--- config.mk ---
export PLATFORM = sky130hd
export DESIGN_NAME = microseq
export DESIGN_NICKNAME = d
export VERILOG_FILES = /design/src/rtl/useq_pkg.sv /design/src/rtl/useq_dtable.sv /design/src/rtl/useq_loopctr.sv /design/src/rtl/useq_nextaddr.sv /design/src/rtl/microseq.sv
export SDC_FILE = /design/constraint.sdc
export NUM_CORES = 1
export LEC_CHECK = 0
export ABC_AREA = 0
export BUFFER_PORTS_ARGS = -buffer_cell sky130_fd_sc_hd__buf_2
export CORE_MARGIN = 4
export CORE_UTILIZATION = 41
export CTS_CLUSTER_SIZE = 25
export DETAILED_ROUTE_END_ITERATION = 10
export MAX_ROUTING_LAYER = met4
export PLACE_DENSITY = 0.59
export REMOVE_ABC_BUFFERS = 1
export SETUP_SLACK_MARGIN = 0.15
export SLEW_MARGIN = 25
export SYNTH_ARGS = -nofsm -noshare
export SYNTH_HDL_FRONTEND = slang
export SYNTH_SLANG_ARGS = --single-unit
--- constraint.sdc ---
create_clock -name clk -period 2.6 [get_ports clk]
set_clock_uncertainty 0.2 [all_clocks]
set_input_delay 0.26 -clock clk [delete_from_list [all_inputs] [get_ports clk]]
set_output_delay 0.26 -clock clk [all_outputs]
set_load 0.01 [all_outputs]
--- src/rtl/useq_pkg.sv ---
package useq_pkg;

    typedef enum logic [4:0] {
        SQ_STEP     = 5'd0,
        SQ_JUMP     = 5'd1,
        SQ_IF_Z     = 5'd2,
        SQ_IF_NZ    = 5'd3,
        SQ_IF_N     = 5'd4,
        SQ_IF_NN    = 5'd5,
        SQ_IF_C     = 5'd6,
        SQ_IF_NC    = 5'd7,
        SQ_IF_O     = 5'd8,
        SQ_IF_NO    = 5'd9,
        SQ_IF_L     = 5'd10,
        SQ_IF_NL    = 5'd11,
        SQ_CALL     = 5'd12,
        SQ_RET      = 5'd13,
        SQ_OPDISP   = 5'd14,
        SQ_MODEDISP = 5'd15,
        SQ_HALT     = 5'd16,
        SQ_RESTART  = 5'd17
    } seq_op_e;

    typedef enum logic [1:0] {
        LC_HOLD  = 2'd0,
        LC_CONST = 2'd1,
        LC_BUS   = 2'd2,
        LC_DEC   = 2'd3
    } lc_op_e;

    typedef struct packed {
        logic z;
        logic n;
        logic c;
        logic o;
        logic l;
    } seq_flags_t;

    function automatic logic is_cond(input seq_op_e op);
        return (op >= SQ_IF_Z) && (op <= SQ_IF_NL);
    endfunction

    // Flag pairs: even code tests set, odd code tests clear.
    function automatic logic cond_hit(input seq_op_e op, input seq_flags_t f);
        logic sel;
        case (op)
            SQ_IF_Z,  SQ_IF_NZ: sel = f.z;
            SQ_IF_N,  SQ_IF_NN: sel = f.n;
            SQ_IF_C,  SQ_IF_NC: sel = f.c;
            SQ_IF_O,  SQ_IF_NO: sel = f.o;
            SQ_IF_L,  SQ_IF_NL: sel = f.l;
            default:            sel = 1'b0;
        endcase
        return op[0] ? ~sel : sel;
    endfunction

endpackage

--- src/rtl/useq_dtable.sv ---
module useq_dtable #(
    parameter int IDX_W  = 4,
    parameter int DATA_W = 8
) (
    input  logic              clk,
    input  logic              rst,
    input  logic              we,
    input  logic [IDX_W-1:0]  widx,
    input  logic [DATA_W-1:0] wdata,
    input  logic [IDX_W-1:0]  ridx,
    output logic [DATA_W-1:0] rdata
);
    localparam int DEPTH = 1 << IDX_W;

    logic [DATA_W-1:0] mem [DEPTH];

    always_ff @(posedge clk) begin
        if (rst) begin
            for (int i = 0; i < DEPTH; i++) mem[i] <= '0;
        end else if (we) begin
            mem[widx] <= wdata;
        end
    end

    assign rdata = mem[ridx];

    assert_tbl_write_R12: assert property (@(posedge clk) disable iff (rst)
        we |=> mem[$past(widx)] == $past(wdata));

endmodule

--- src/rtl/useq_loopctr.sv ---
module useq_loopctr
    import useq_pkg::*;
#(
    parameter int LC_W = 8
) (
    input  logic            clk,
    input  logic            rst,
    input  logic            en,
    input  lc_op_e          op,
    input  logic [LC_W-1:0] konst,
    input  logic [LC_W-1:0] bus,
    output logic            zero
);
    localparam logic [LC_W-1:0] LC_ONE = LC_W'(1);

    logic [LC_W-1:0] cnt_q;

    always_ff @(posedge clk) begin
        if (rst) begin
            cnt_q <= '0;
        end else if (en) begin
            case (op)
                LC_CONST: cnt_q <= konst;
                LC_BUS:   cnt_q <= bus;
                LC_DEC:   cnt_q <= cnt_q - LC_ONE;
                default:  cnt_q <= cnt_q;
            endcase
        end
    end

    assign zero = (cnt_q == '0);

    assert_lc_dec_R13: assert property (@(posedge clk) disable iff (rst)
        (en && op == LC_DEC) |=> cnt_q == $past(cnt_q) - LC_ONE);

    assert_lc_idle_R13: assert property (@(posedge clk) disable iff (rst)
        (!en || op == LC_HOLD) |=> $stable(cnt_q));

endmodule

--- src/rtl/useq_nextaddr.sv ---
module useq_nextaddr
    import useq_pkg::*;
#(
    parameter int UPC_W = 8
) (
    input  seq_op_e          op,
    input  seq_flags_t       flags,
    input  logic             halted,
    input  logic             start,
    input  logic [UPC_W-1:0] upc,
    input  logic [UPC_W-1:0] ret_addr,
    input  logic [UPC_W-1:0] br_addr,
    input  logic [UPC_W-1:0] op_tgt,
    input  logic [UPC_W-1:0] mode_tgt,
    output logic [UPC_W-1:0] upc_d,
    output logic             ret_we,
    output logic [UPC_W-1:0] ret_d,
    output logic             halted_d
);
    localparam logic [UPC_W-1:0] UPC_ONE = UPC_W'(1);

    logic [UPC_W-1:0] upc_inc;
    assign upc_inc = upc + UPC_ONE;
    assign ret_d   = upc_inc;

    always_comb begin
        upc_d    = upc_inc;
        ret_we   = 1'b0;
        halted_d = halted;
        if (halted) begin
            upc_d = '0;
            if (start) halted_d = 1'b0;
        end else if (is_cond(op)) begin
            upc_d = cond_hit(op, flags) ? br_addr : upc_inc;
        end else begin
            case (op)
                SQ_JUMP:     upc_d = br_addr;
                SQ_CALL: begin
                    upc_d  = br_addr;
                    ret_we = 1'b1;
                end
                SQ_RET:      upc_d = ret_addr;
                SQ_OPDISP:   upc_d = op_tgt;
                SQ_MODEDISP: upc_d = mode_tgt;
                SQ_HALT: begin
                    upc_d    = '0;
                    halted_d = 1'b1;
                end
                SQ_RESTART:  upc_d = '0;
                default:     upc_d = upc_inc;
            endcase
        end
    end

endmodule

--- src/rtl/microseq.sv ---
module microseq
    import useq_pkg::*;
#(
    parameter int UPC_W    = 8,
    parameter int LC_W     = 8,
    parameter int IR_W     = 16,
    parameter int OPC_W    = 4,
    parameter int MODE_LSB = 8,
    parameter int MODE_W   = 2
) (
    input  logic             clk,
    input  logic             rst,
    input  logic             start_i,
    input  logic [4:0]       seq_op_i,
    input  logic [UPC_W-1:0] br_addr_i,
    input  logic             flag_z_i,
    input  logic             flag_n_i,
    input  logic             flag_c_i,
    input  logic             flag_o_i,
    input  logic [IR_W-1:0]  ir_i,
    input  logic [1:0]       lc_op_i,
    input  logic [LC_W-1:0]  lc_const_i,
    input  logic [LC_W-1:0]  bus_i,
    input  logic             tbl_we_i,
    input  logic             tbl_sel_i,
    input  logic [OPC_W-1:0] tbl_idx_i,
    input  logic [UPC_W-1:0] tbl_data_i,
    output logic [UPC_W-1:0] upc_o,
    output logic             l_flag_o,
    output logic             halted_o
);
    localparam int OPC_LSB = IR_W - OPC_W;
    localparam logic [UPC_W-1:0] UPC_ONE = UPC_W'(1);

    seq_op_e          op;
    lc_op_e           lc_op;
    seq_flags_t       flags;
    logic [UPC_W-1:0] upc_q, ret_q, upc_d, ret_d, op_tgt, mode_tgt;
    logic             halted_q, halted_d, ret_we, lc_zero;

    assign op    = seq_op_e'(seq_op_i);
    assign lc_op = lc_op_e'(lc_op_i);
    assign flags = '{z: flag_z_i, n: flag_n_i, c: flag_c_i, o: flag_o_i, l: lc_zero};

    useq_dtable #(.IDX_W(OPC_W), .DATA_W(UPC_W)) u_optab (
        .clk   (clk),
        .rst   (rst),
        .we    (tbl_we_i && !tbl_sel_i),
        .widx  (tbl_idx_i),
        .wdata (tbl_data_i),
        .ridx  (ir_i[OPC_LSB +: OPC_W]),
        .rdata (op_tgt)
    );

    useq_dtable #(.IDX_W(MODE_W), .DATA_W(UPC_W)) u_modetab (
        .clk   (clk),
        .rst   (rst),
        .we    (tbl_we_i && tbl_sel_i),
        .widx  (tbl_idx_i[MODE_W-1:0]),
        .wdata (tbl_data_i),
        .ridx  (ir_i[MODE_LSB +: MODE_W]),
        .rdata (mode_tgt)
    );

    useq_loopctr #(.LC_W(LC_W)) u_lc (
        .clk   (clk),
        .rst   (rst),
        .en    (!halted_q),
        .op    (lc_op),
        .konst (lc_const_i),
        .bus   (bus_i),
        .zero  (lc_zero)
    );

    useq_nextaddr #(.UPC_W(UPC_W)) u_next (
        .op       (op),
        .flags    (flags),
        .halted   (halted_q),
        .start    (start_i),
        .upc      (upc_q),
        .ret_addr (ret_q),
        .br_addr  (br_addr_i),
        .op_tgt   (op_tgt),
        .mode_tgt (mode_tgt),
        .upc_d    (upc_d),
        .ret_we   (ret_we),
        .ret_d    (ret_d),
        .halted_d (halted_d)
    );

    always_ff @(posedge clk) begin
        if (rst) begin
            upc_q    <= '0;
            ret_q    <= '0;
            halted_q <= 1'b0;
        end else begin
            upc_q    <= upc_d;
            halted_q <= halted_d;
            if (ret_we) ret_q <= ret_d;
        end
    end

    assign upc_o    = upc_q;
    assign l_flag_o = lc_zero;
    assign halted_o = halted_q;

    assert_step_R2: assert property (@(posedge clk) disable iff (rst)
        (!halted_q && op == SQ_STEP) |=> upc_q == $past(upc_q) + UPC_ONE);

    assert_jump_R3: assert property (@(posedge clk) disable iff (rst)
        (!halted_q && op == SQ_JUMP) |=> upc_q == $past(br_addr_i));

    assert_ret_only_call_R6: assert property (@(posedge clk) disable iff (rst)
        !(!halted_q && op == SQ_CALL) |=> $stable(ret_q));

    assert_halt_hold_R7: assert property (@(posedge clk) disable iff (rst)
        (halted_q && !start_i) |=> (halted_q && upc_q == '0));

    assert_start_release_R8: assert property (@(posedge clk) disable iff (rst)
        (halted_q && start_i) |=> (!halted_q && upc_q == '0));

    assert_restart_R9: assert property (@(posedge clk) disable iff (rst)
        (!halted_q && op == SQ_RESTART) |=> (!halted_q && upc_q == '0));

endmodule

==> flow_summary.yaml <==
status:
  status: "complete, no violations"
power:
  ir_worst_vdd_mv: 0.343
  p_leak_nw: 4.01
  powerDensity_mw_per_mm2: 628
worst_hold_path:
  holdCritPathClass: "input port to flip-flop"
  holdCritStartpoint: "lc_const_i[1]"
grt:
  grt_pass1_vias: 6094
  grt_use_met3: 0.0257
  antenna_found_initial: 0
  grt_overflow: 0
  top_usage_layer: "met2"
  grt_first_pass_wirelength_um: 34500
  grtUsageMet1: 0.254
  grtUsageMet2: 0.305
  grt_max_degree: 35
  groute.usage.overall: 0.190
clock_network:
  h-tree-depth: 4
  clockRootBuffer: "clkbuf_16"
  cts_setup_buffers: 0
  clock-sinks: 185
  cts_tree: "yes"
  cts.clk_slew.worst_paths_ns: 0.07
  insertion_delay_ns: 0.43
  clockBufferDepth: 2
  numCtsBuffers: 17
  cts-resized-gates: 0
logic_synthesis:
  synth_top_cell_area_share: 0.523
  synth.avg_cell_area_um2: 12.6
  synth_edf_count: 160
  ys.warnings.count: 0
  yosysUniqueCellTypes: 56
  synthArstFlopShare: 0
  syn_inst: 727
  synthTopCellsByArea: "edfxtp_1, mux4_2, and2_1, dfxtp_1, nor2_1"
  syn_area_mm2: 0.00920
  ys_ff_latch: 185
  synth_area_leader_cell: "edfxtp_1"
  synth_ff_type: "edfxtp_1"
  ys_seq_area_frac: 0.577
drt:
  wl_per_cell_um: 20.1
  drc: 0
  dr.pass1.iters: 5
  wl_um: 22400
  ant_nets: 0
  viasPerCell: 5.47
  drtIter0Drc: 417
  num_vias: 6069
floorplanning:
  die-area_mm2: 0.0249
  start_util: 0.419
  coreArea_mm2: 0.0220
  die_h_um: 158
  die_w_um: 158
  io_pins: 78
  rows: 54
critical_path:
  crit_family: "simple AND/OR/NAND/NOR gates"
  timing.rr.start: "u_lc.cnt_q[0]"
  cpMaxStageDelayCell: "nor4b_2"
  criticalPathCategory: "flip-flop to output port"
  crit_path_end_kind: "output port"
  crit_arrival_ns: 1.81
  critical_path.max_fanout: 6
  cp.required_ns: 2.14
  critical_path.max_stage_delay_ns: 0.41
  worstSetupStartpoint: "u_lc.cnt_q[0]"
  critPathLaunchType: "flip-flop"
  path_cells: "inv_1 > ha_1 > nor4b_2 > and2_1 > buf_2"
  crit_buf_inv: 2
final_layout:
  final_util: 0.486
  multiInputGateArea_mm2: 0.00356
  num-fill-cells: 1934
  drive_above_1_share: 0.242
  area_delta_synth_final_pct: 16.0
  fin_cells: 1110
  diodes: 0
  regArea_mm2: 0.00531
  final_area_mm2: 0.0107
  final_nets: 887
sta:
  hold_violations: 0
  max-slew-margin-rel: 0.450
  fmax_mhz: 440
  final_max_slew_viol_count: 0
  fin_crit_ns: 2.27
  period_share: 0.873
  setup_violations: 0
  worst_slew_pin_slew_ns: 0.823
  grt_setup_unrepaired: "no"
  tns_ns: 0
placement:
  place_area_mm2: 0.00999
  hpwl_um: 15900
  gp_congestion: 0.878
  placed_cells: 1068
  io_buffers: 67
run:
  maxCapViolations: 0
==> logic make-up after synthesis <==
group                      share of synthesized area
and+or+nand+nor                                0.191
DFF                                            0.577
AOI/OAI and AO/OA                             0.0757
buffers and inverters                         0.0354
muxes                                          0.116
xor gates and xnor gates                     0.00286
adders and majority gates                    0.00272
==> synthesized netlist by cell type (2+ instances only) <==
cell	instances
nand2b_1	7
nand4_1	9
a31oi_1	2
xor2_1	2
dfxtp_1	25
mux4_2	40
nor3b_1	2
nand3_1	11
buf_6	3
buf_1	4
a21oi_1	11
inv_1	35
and3b_1	10
a22oi_1	3
nor2_1	77
clkbuf_1	24
a22o_1	5
o22ai_1	8
o21ai_0	12
buf_4	2
edfxtp_1	160
ha_1	2
a211oi_1	10
mux2i_1	15
nor4b_1	2
o21bai_1	5
nor3_1	5
o311ai_1	16
a211o_1	3
or3_1	3
or2_2	18
buf_2	8
o21a_1	3
and2_1	133
o221ai_1	8
nand2_1	20
nor2b_1	5
==> flip-flops by register name (all words and copies together) (netlist names) <==
signal	cells
halted_o	1
u_lc.cnt_q	8
upc_o	8
u_optab.mem	128
u_modetab.mem	32
ret_q	8
==> path summary, 6_finish.rpt <==
kind,depth (start not counted),endpoint,slack (ns)
setup / recovery,5,l_flag_o,0.33
hold / removal,5,u_lc.cnt_q[1],0.02
setup reg to reg,7,upc_o[7],0.36
hold reg to reg,2,u_lc.cnt_q[7],0.29
==> stage by stage <==
stage                     setup WS, ns  power (mW)  hold slack, ns
after floorplan                  0.462        3.90           0.129
after global placement           0.356        4.22           0.263
after detailed placement         0.325        4.24           0.287
after CTS                        0.295        6.74         0.00555
after global routing             0.195        6.94          0.0278
final                            0.330        6.70          0.0188
==> repair_timing <==
item                                    CTS  global route
hold buffers                             10             0
endpoints found under the hold margin    10             0
endpoints found under the setup margin    0             0
==> layout by cell type, fill, tap and decap left out, drive strengths merged, types with 4 or more instances in the layout <==
cell type / n
or2: 18
o21ai: 13
o21bai: 5
nand3: 11
nor2b: 5
and3b: 10
buf: 102
or3: 4
mux4: 40
a22oi: 4
and2: 134
dfxtp: 25
nand4: 9
dlygate4sd3: 10
a21oi: 11
a22o: 5
nor3: 5
edfxtp: 160
a211oi: 10
nand2: 20
o311ai: 16
o22ai: 8
inv: 44
nand2b: 7
nor2: 77
clkinv: 4
mux2i: 15
o221ai: 8
clkbuf: 17
==> routing by layer <==
metal / up-vias / share of wire
met2: 178 / 0.48
met3: 22 / 0.049
met1: 3010 / 0.45
met5: - / 0
met4: 0 / 0.015
li1: 2859 / -
==> final cells by class <==
| class | count | area share |
|---|---|---|
| clock buffer | 17 | 0.0399 |
| clock inverter | 15 | 0.0142 |
| inverter | 35 | 0.0123 |
| multi-input combinational | 466 | 0.334 |
| sequential | 185 | 0.497 |
| tap | 280 | 0.0329 |
| timing repair buffer | 112 | 0.0690 |
==> report_power, final <==
group          total (mW)  switching, mW  internal, mW
registers            3.47         0.0763          3.39
logic               0.717          0.408         0.309
clock network        2.51           1.23          1.28
==> worst min-delay path, cell delays in order <==
cell and delay [ns]:
buf_2 0.10, inv_1 0.05, a22oi_1 0.06, nor2_1 0.08
a211oi_1 0.05
(Power assumes the default switching activity.)
